===== src/rtl/dith_pkg.sv =====
package dith_pkg;
   typedef enum logic [1:0] {TAPS_W8, TAPS_W16, TAPS_NONE} lfsr_taps_e;

   function automatic lfsr_taps_e taps_for(input int w);
      if (w == 8)  return TAPS_W8;
      if (w == 16) return TAPS_W16;
      return TAPS_NONE;
   endfunction
endpackage


===== src/rtl/dith_cycle_cnt.sv =====
module dith_cycle_cnt #(
   parameter int W = 4
) (
   input  logic         clk,
   input  logic         rst,
   input  logic         adv,
   output logic [W-1:0] cnt_o
);
   always_ff @(posedge clk) begin
      if (rst)      cnt_o <= '0;
      else if (adv) cnt_o <= cnt_o + 1'b1;
   end
endmodule


===== src/rtl/dith_lfsr.sv =====
module dith_lfsr
   import dith_pkg::*;
#(
   parameter int         W    = 8,
   parameter logic [W-1:0] SEED = 1
) (
   input  logic         clk,
   input  logic         rst,
   input  logic         adv,
   output logic [W-1:0] q_o
);
   localparam lfsr_taps_e TAPS = taps_for(W);
   logic fb;

   generate
      if (TAPS == TAPS_W8) begin : g_w8
         assign fb = q_o[7] ^ q_o[5] ^ q_o[4] ^ q_o[3];
      end else if (TAPS == TAPS_W16) begin : g_w16
         assign fb = q_o[15] ^ q_o[14] ^ q_o[12] ^ q_o[3];
      end else begin : g_bad
         assign fb = 1'b0;
         $error("dith_lfsr: unsupported width");
      end
   endgenerate

   always_ff @(posedge clk) begin
      if (rst)      q_o <= SEED;
      else if (adv) q_o <= {q_o[W-2:0], fb};
   end
endmodule


===== src/rtl/dith_boxcar.sv =====
module dith_boxcar #(
   parameter int DW    = 16,
   parameter int LOG2N = 4
) (
   input  logic          clk,
   input  logic          rst,
   input  logic          take,
   input  logic [DW-1:0] x_i,
   output logic [DW-1:0] avg_o,
   output logic          valid_o
);
   localparam int N  = 1 << LOG2N;
   localparam int SW = DW + LOG2N;

   logic [DW-1:0]    line_q [N];
   logic [LOG2N-1:0] wp_q;
   logic [SW-1:0]    sum_q;
   logic [DW-1:0]    oldest;

   assign oldest = line_q[wp_q];

   always_ff @(posedge clk) begin
      if (rst) begin
         for (int i = 0; i < N; i++) line_q[i] <= '0;
         wp_q    <= '0;
         sum_q   <= '0;
         valid_o <= 1'b0;
      end else if (take) begin
         line_q[wp_q] <= x_i;
         wp_q         <= wp_q + 1'b1;
         sum_q        <= sum_q + SW'(x_i) - SW'(oldest);
         if (wp_q == LOG2N'(N - 1)) valid_o <= 1'b1;
      end
   end

   assign avg_o = sum_q[SW-1:LOG2N];
endmodule


===== src/rtl/phase_dither_smoother.sv =====
module phase_dither_smoother #(
   parameter int                CYC_W  = 4,
   parameter int                LFSR_W = 8,
   parameter int                OP_W   = 16,
   parameter logic [LFSR_W-1:0] SEED   = 1
) (
   input  logic                    clk,
   input  logic                    rst,
   input  logic                    en,
   input  logic [OP_W-1:0]         op_i,
   output logic [CYC_W+LFSR_W-1:0] dither_o,
   output logic [OP_W-1:0]         avg_o,
   output logic                    avg_valid_o
);
   generate
      if (CYC_W < 1 || CYC_W > 8) begin : g_bad_cyc
         $error("phase_dither_smoother: CYC_W out of range");
      end
      if (SEED == '0) begin : g_bad_seed
         $error("phase_dither_smoother: SEED must be non-zero");
      end
   endgenerate

   logic [CYC_W-1:0]  cyc;
   logic [LFSR_W-1:0] noise;

   dith_cycle_cnt #(.W(CYC_W)) u_cyc (
      .clk(clk), .rst(rst), .adv(en), .cnt_o(cyc)
   );

   dith_lfsr #(.W(LFSR_W), .SEED(SEED)) u_lfsr (
      .clk(clk), .rst(rst), .adv(en), .q_o(noise)
   );

   dith_boxcar #(.DW(OP_W), .LOG2N(CYC_W)) u_box (
      .clk(clk), .rst(rst), .take(en), .x_i(op_i),
      .avg_o(avg_o), .valid_o(avg_valid_o)
   );

   assign dither_o = {cyc, noise};
endmodule


===== config.mk =====
export PLATFORM = sky130hd
export DESIGN_NAME = phase_dither_smoother
export DESIGN_NICKNAME = d
export VERILOG_FILES = /design/src/rtl/dith_pkg.sv /design/src/rtl/dith_cycle_cnt.sv /design/src/rtl/dith_lfsr.sv /design/src/rtl/dith_boxcar.sv /design/src/rtl/phase_dither_smoother.sv
export SDC_FILE = /design/constraint.sdc
export NUM_CORES = 1
export LEC_CHECK = 0
export BUFFER_PORTS_ARGS = -buffer_cell sky130_fd_sc_hd__clkbuf_2
export CORE_ASPECT_RATIO = 0.75
export CORE_MARGIN = 8
export CORE_UTILIZATION = 50
export DETAILED_ROUTE_END_ITERATION = 10
export PLACE_DENSITY = 0.63
export RECOVER_POWER = 50
export SLEW_MARGIN = 30
export SYNTH_ARGS = -nofsm -noshare
export SYNTH_HDL_FRONTEND = slang
export SYNTH_SLANG_ARGS = --single-unit

===== constraint.sdc =====
create_clock -name clk -period 10.3 [get_ports clk]
set_clock_uncertainty 0.2 [all_clocks]
set_input_delay 1.03 -clock clk [delete_from_list [all_inputs] [get_ports clk]]
set_output_delay 1.03 -clock clk [all_outputs]
set_load 0.02 [all_outputs]

Word-level counts from Yosys, hierarchy flattened

Memories as Yosys holds them, arrays and structs flattened. A register that Yosys moved wholly into a read port is not among the register bits.
Cells that the tools add are included.

Output and inout bits: 29
Register bits after elaboration: 37
Bits in writable memories: 256
Word-level logic and storage cells: 26
Input bits: 19
Memories: 1

Memory list:

| name         | depth | bits a word | rd ports | clocked after Yosys merged registers in | wr ports | line              | text |
|---|---|---|---|---|---|---|---|
| u_box.line_q | 16    | 16          | 1        | 1                                       | 16       | dith_boxcar.sv:15 | `logic [DW-1:0] line_q [N];` |

Reduce and logical (&&, ||, !) cells: 2
Add/sub/neg operators: 4
Multiplexer cells: 10
Bitwise logic cells: 3
Eq/ne operators: 1

Operators with widths:

| operator              | number |
|---|---|
| $add A20 B16 Y20      | 1 |
| $sub A20 B16 Y20      | 1 |
| $mux W16              | 1 |
| $reduce_or A16 Y1     | 1 |
| $mux W4               | 3 |
| $add A4 B1 Y4 const B | 2 |
| $mux W1               | 6 |
| $eq A4 B4 Y1 const B  | 1 |
| $xor A1 B1 Y1         | 3 |
| $reduce_and A2 Y1     | 1 |

Longest topological paths before layout

Word-level depth: 5
Mapped depth: 14
Depth with buffers taken out: 12

Cells and area by module

A second synthesis with hierarchy kept.

Cell total of the unflattened synthesis: 1104
Area total of the unflattened synthesis: 14681.6 um^2

Modules (own cells, without submodules):

| module         | sequential area each (um^2) | times used | cells an instance | area an instance (um^2) |
|---|---|---|---|---|
| dith_boxcar    | 8267.9                      | 1          | 1058              | 14196.1 |
| dith_lfsr      | 160.2                       | 1          | 30                | 306.5 |
| dith_cycle_cnt | 80.1                        | 1          | 16                | 178.9 |

Worst setup path before layout

Ideal clock, no wire load.

Path kind: register to register
Start point: reg (tool-made name)
End point: reg u_box.sum_q[19]
Slack: 5.657 ns
Clock period less this slack: 4.643 ns
Buffers on the path: 2
Stages on the path, launching flop included: 14
Arrival time: 4.378 ns
Required time: 10.035 ns
Library setup time: 0.065 ns
Cell sequence: dfxtp_1 > clkbuf_1 > buf_2 > mux4_2 > mux4_2 > fa_1 > inv_1 > ha_1 > and2_4 > a221o_1 > o41a_1 > or4_1 > o21ai_1 > nand4b_1

RTL lines:

| item                   | line              | text |
|---|---|---|
| end signal: assignment | dith_boxcar.sv:31 | `sum_q <= sum_q + SW'(x_i) - SW'(oldest);` |
| end: declaration       | dith_boxcar.sv:17 | `logic [SW-1:0] sum_q;` |

==> results <==
- The worst-case IR drop observed on VDD is 130 µV.
- Among all flip-flop cells after synthesis, the most frequent one is edfxtp_1.
- From bottom edge to top edge, the die measures 164 µm.
- For this block, the routed nets add up to 39.3 mm of wire.
- In this run the core area contains 54 standard-cell rows.
- The type of the worst min-delay path is flop to flop.
- The post-layout minimum cycle time is 7.54 ns.
- The via count is 9620.
- The maximum fanout along the worst path is 60.
- The count of flip-flops with a built-in enable after synthesis is 256.
- Input and output buffers added on the ports amount to 47.
- The final setup violation count is 0.
- The count of nets left with antenna violations once routing finished came out at 0.
- The wire length on met2 is 17.9 mm.
- Setup repair after global routing left no endpoint under its margin.
- When the netlist entered floorplanning its net count stood at 1176.
- Measured on the finished design, the core utilization comes to 55.2%.
- Summed over all cells, the static leakage comes to 0.00536 µW.
- The number of max-slew violations in the final report was 122.
- The async set-reset flop share out of synthesis is 0%.
- Global routing finished with a remaining overflow of 0.
- The tree is rooted in a clkbuf_16.
- The number of antenna violations at the first check in global routing was 0.
- The region available for standard cell placement spans 28900 µm².
- The share of the Yosys chip area taken by registers is 58.2%.
- Synthesis handed over a netlist of 1116 instances.
- A synthesized cell averages 13.1 µm².
- The synthesized design contains 297 register bits.
- The worst setup path is captured at a flop.
- The worst-margin pin slew is 3.25 ns.
- The die covers 35000 µm².
- CTS built an H-tree with a depth of 1.
- For the final routed database, the setup TNS stands at 0 ns.
- The kind of critical path is input pin to flop.
- In this run the tightest slew margin relative to its limit is -116%.
- The post-cts resize count is 0.
- After legalization and detailed placement, the total HPWL measured 22.5 mm.
- 48 I/O pins were placed.
- Yosys attributes the largest share of cell area to edfxtp_1 53%, mux4_2 12%, nor3_1 6.3%.
- The hold-fix buffer count after cts is 0.
- Before antenna repair, the detailed router went through 5 iterations.
- The cell taking the most area after synthesis is edfxtp_1.
- In the final routed layout, each cell accounts on average for 26.1 µm.
- The clock drives 297 sinks.
- Of the post-synthesis cell area, the dominant cell type holds 52.6%.
- The number of global-route vias before repair came to 9448.
- Max-cap violations in this run came to 3.
- After the first detailed-routing iteration, the DRC count stood at 1257.
- The hold violation total from the final report is 0.
- The buffers inserted during post-CTS setup optimization is 0.
- The die is 213 µm wide.
- Yosys mapped the design onto 58 distinct sky130hd cell types.
- The net count of the finished layout is 1148.
- In the finished design, the share of the clock period the worst path needs comes to 73.2%.
- The insertion delay of the later-clocked pin in the worst-skew pair is 0.57 ns.
- The average vias per placed instance is 6.40.
- Based on the critical path, the design can be clocked at up to 133 MHz.
- The layout has 2492 filler cells.
- Entering global routing, the biggest net connects 71 pins.
- Dividing total power by cell area gives a power density of 214 nW/µm².
- In this run the top signal layer used is met4.
- The checks that failed: capacitance limit, slew limit.
- The area growth from synthesis to layout is 9.13%.
- The starting utilization of the core area is 50.6%.
- At the worst endpoint, the arrival time is 7.45 ns.
- The flow ran to the end, but the final reports show violations.
- The remaining routing DRC violations is 0.
- In the detailed route, the total length drawn on met3 is 3.14 mm.
- The mapped cell area is 14600 µm².
- The total number of yosys warnings is 0.
- The data required time at the worst endpoint is 10.21 ns.
- The first global-routing pass estimated 60.0 mm of wire.
- TritonCTS built the clock tree.
- The clock edge transition at the registers on the reported setup and hold paths is 0.06 ns.
- The number of antenna diodes is 0.
- At the end of routability-driven placement, the weighted congestion stood at 0.834.
- The longest clock path from root to sink contains 3 buffers.
- The number of buffers created by CTS is 30.
- Global routing used 22.7% of the available tracks.
- Cells with a size suffix above 1 make up 17.4% of the layout.
- In the final routing, the length of wire on met1 measures 17.2 mm.
- Summing internal, switching and leakage power gives 3420 µW.
- The kind of start point of the critical path is an input pin.
cell families (layout without fill, tap and decap cells):
group / count (synthesis) / after routing / share of synthesized area [%]
and+or+nand+nor: 370 / 370 / 13.2
DFF: 297 / 297 / 58.2
buffers and inverters: 207 / 203 / 5.88
AOI/OAI and AO/OA: 93 / 93 / 4.30
muxes: 92 / 92 / 13.1
adders and majority gates: 41 / 41 / 4.33
xor gates and xnor gates: 16 / 16 / 0.958
sequential cells by signal (all words and copies together), names as in the netlist, named ones only:
name / count
u_box.wp_q: 4
u_box.sum_q: 20
u_box.valid_o: 1
u_lfsr.q_o: 8
u_box.line_q: 256
u_cyc.cnt_o: 4
critical path: stages:
cell,delay (ns)
clkbuf_2,0.07
clkbuf_1,2.29
nor2_1,0.91
nand2_2,0.25
clkbuf_1,2.19
o21ai_4,0.66
metrics by stage:
step	instances	cell area (µm²)	hold WS (ns)	worst slack, ns
after floorplan	1116	14600	0.253	5.66
after global placement	1447	15000	0.274	4.71
after detailed placement	1448	15100	0.280	4.70
after CTS	1504	16000	0.290	4.68
after global routing	1504	16000	0.310	2.47
final	1504	16000	0.280	2.76
per-layer routing:
metal | vias up | GRT usage, %
met5 | - | 0
met1 | 4882 | 32.7
met3 | 72 | 4.69
li1 | 4230 | -
met2 | 436 | 34.8
met4 | 0 | 6.28
worst paths after layout:
| kind | slack (ns) | cells past startpoint | end | from |
|---|---|---|---|---|
| worst max-delay path | 2.76 | 6 | u_box.line_q[11][14] | rst |
| worst min-delay path | 0.28 | 1 | u_box.valid_o | u_box.valid_o |
| worst max register to register | 4.91 | 12 | u_box.sum_q[17] | flop |
| worst min register to register | 0.28 | 1 | u_box.valid_o | u_box.valid_o |
where the power goes:
group          switching [µW]  internal [µW]
clock network             463            589
logic                     581            360
registers                42.8           1380
total                    1090           2330
cell usage after synthesis, types with 2 or more instances:
library cell,instances
inv_1,59
mux2i_1,12
o21ai_0,22
clkinv_1,15
nand2b_1,3
xnor2_1,11
a31oi_1,3
a21oi_1,16
buf_1,18
mux4_2,80
nor3_1,185
buf_4,18
a21o_2,2
dfxtp_1,41
nand4_1,7
a21o_1,7
xor2_1,5
o21bai_1,2
a221oi_1,2
or2_2,3
nand2_1,23
o21ai_1,9
nor2_1,41
or4_1,4
or3_1,4
clkbuf_1,90
fa_1,16
ha_1,25
o31ai_1,3
o311ai_1,2
edfxtp_1,256
and3_1,4
a21boi_1,2
o21a_1,3
nand3_1,9
nor4_1,78
buf_2,6
and2_1,4
a211oi_1,7
cells in the final DEF, fill, tap and decap left out, types with 6 or more instances in the layout:
cell type  Yosys  routed
nand4_1        7       7
a21oi_1       16      16
edfxtp_1     256     256
xnor2_1       11      11
o21ai_0       22      17
mux4_2        80      80
nor2_1        41      41
nor4_1        78      78
clkbuf_2       0      18
a211oi_1       7       7
ha_1          25      25
dfxtp_1       41      37
clkinv_1      15      22
inv_1         59      59
nand3_1        9       9
o21ai_2        0       6
fa_1          16      16
mux2i_1       12      12
nor3_1       185     185
buf_4         18      20
clkbuf_1      90      42
nand2_1       23      18
clkbuf_16      0      31
a21o_1         7       7
final cells by class:
cell class | instances | area [µm²] | share of cell area [%]
inverter | 74 | 278 | 1.74
tap | 392 | 490 | 3.07
clock buffer | 42 | 837 | 5.25
timing repair buffer | 73 | 390 | 2.45
sequential | 297 | 8520 | 53.4
clock inverter | 14 | 92.6 | 0.580
multi-input combinational | 612 | 5350 | 33.5
No activity file was read; power rests on OpenSTA's default activity.
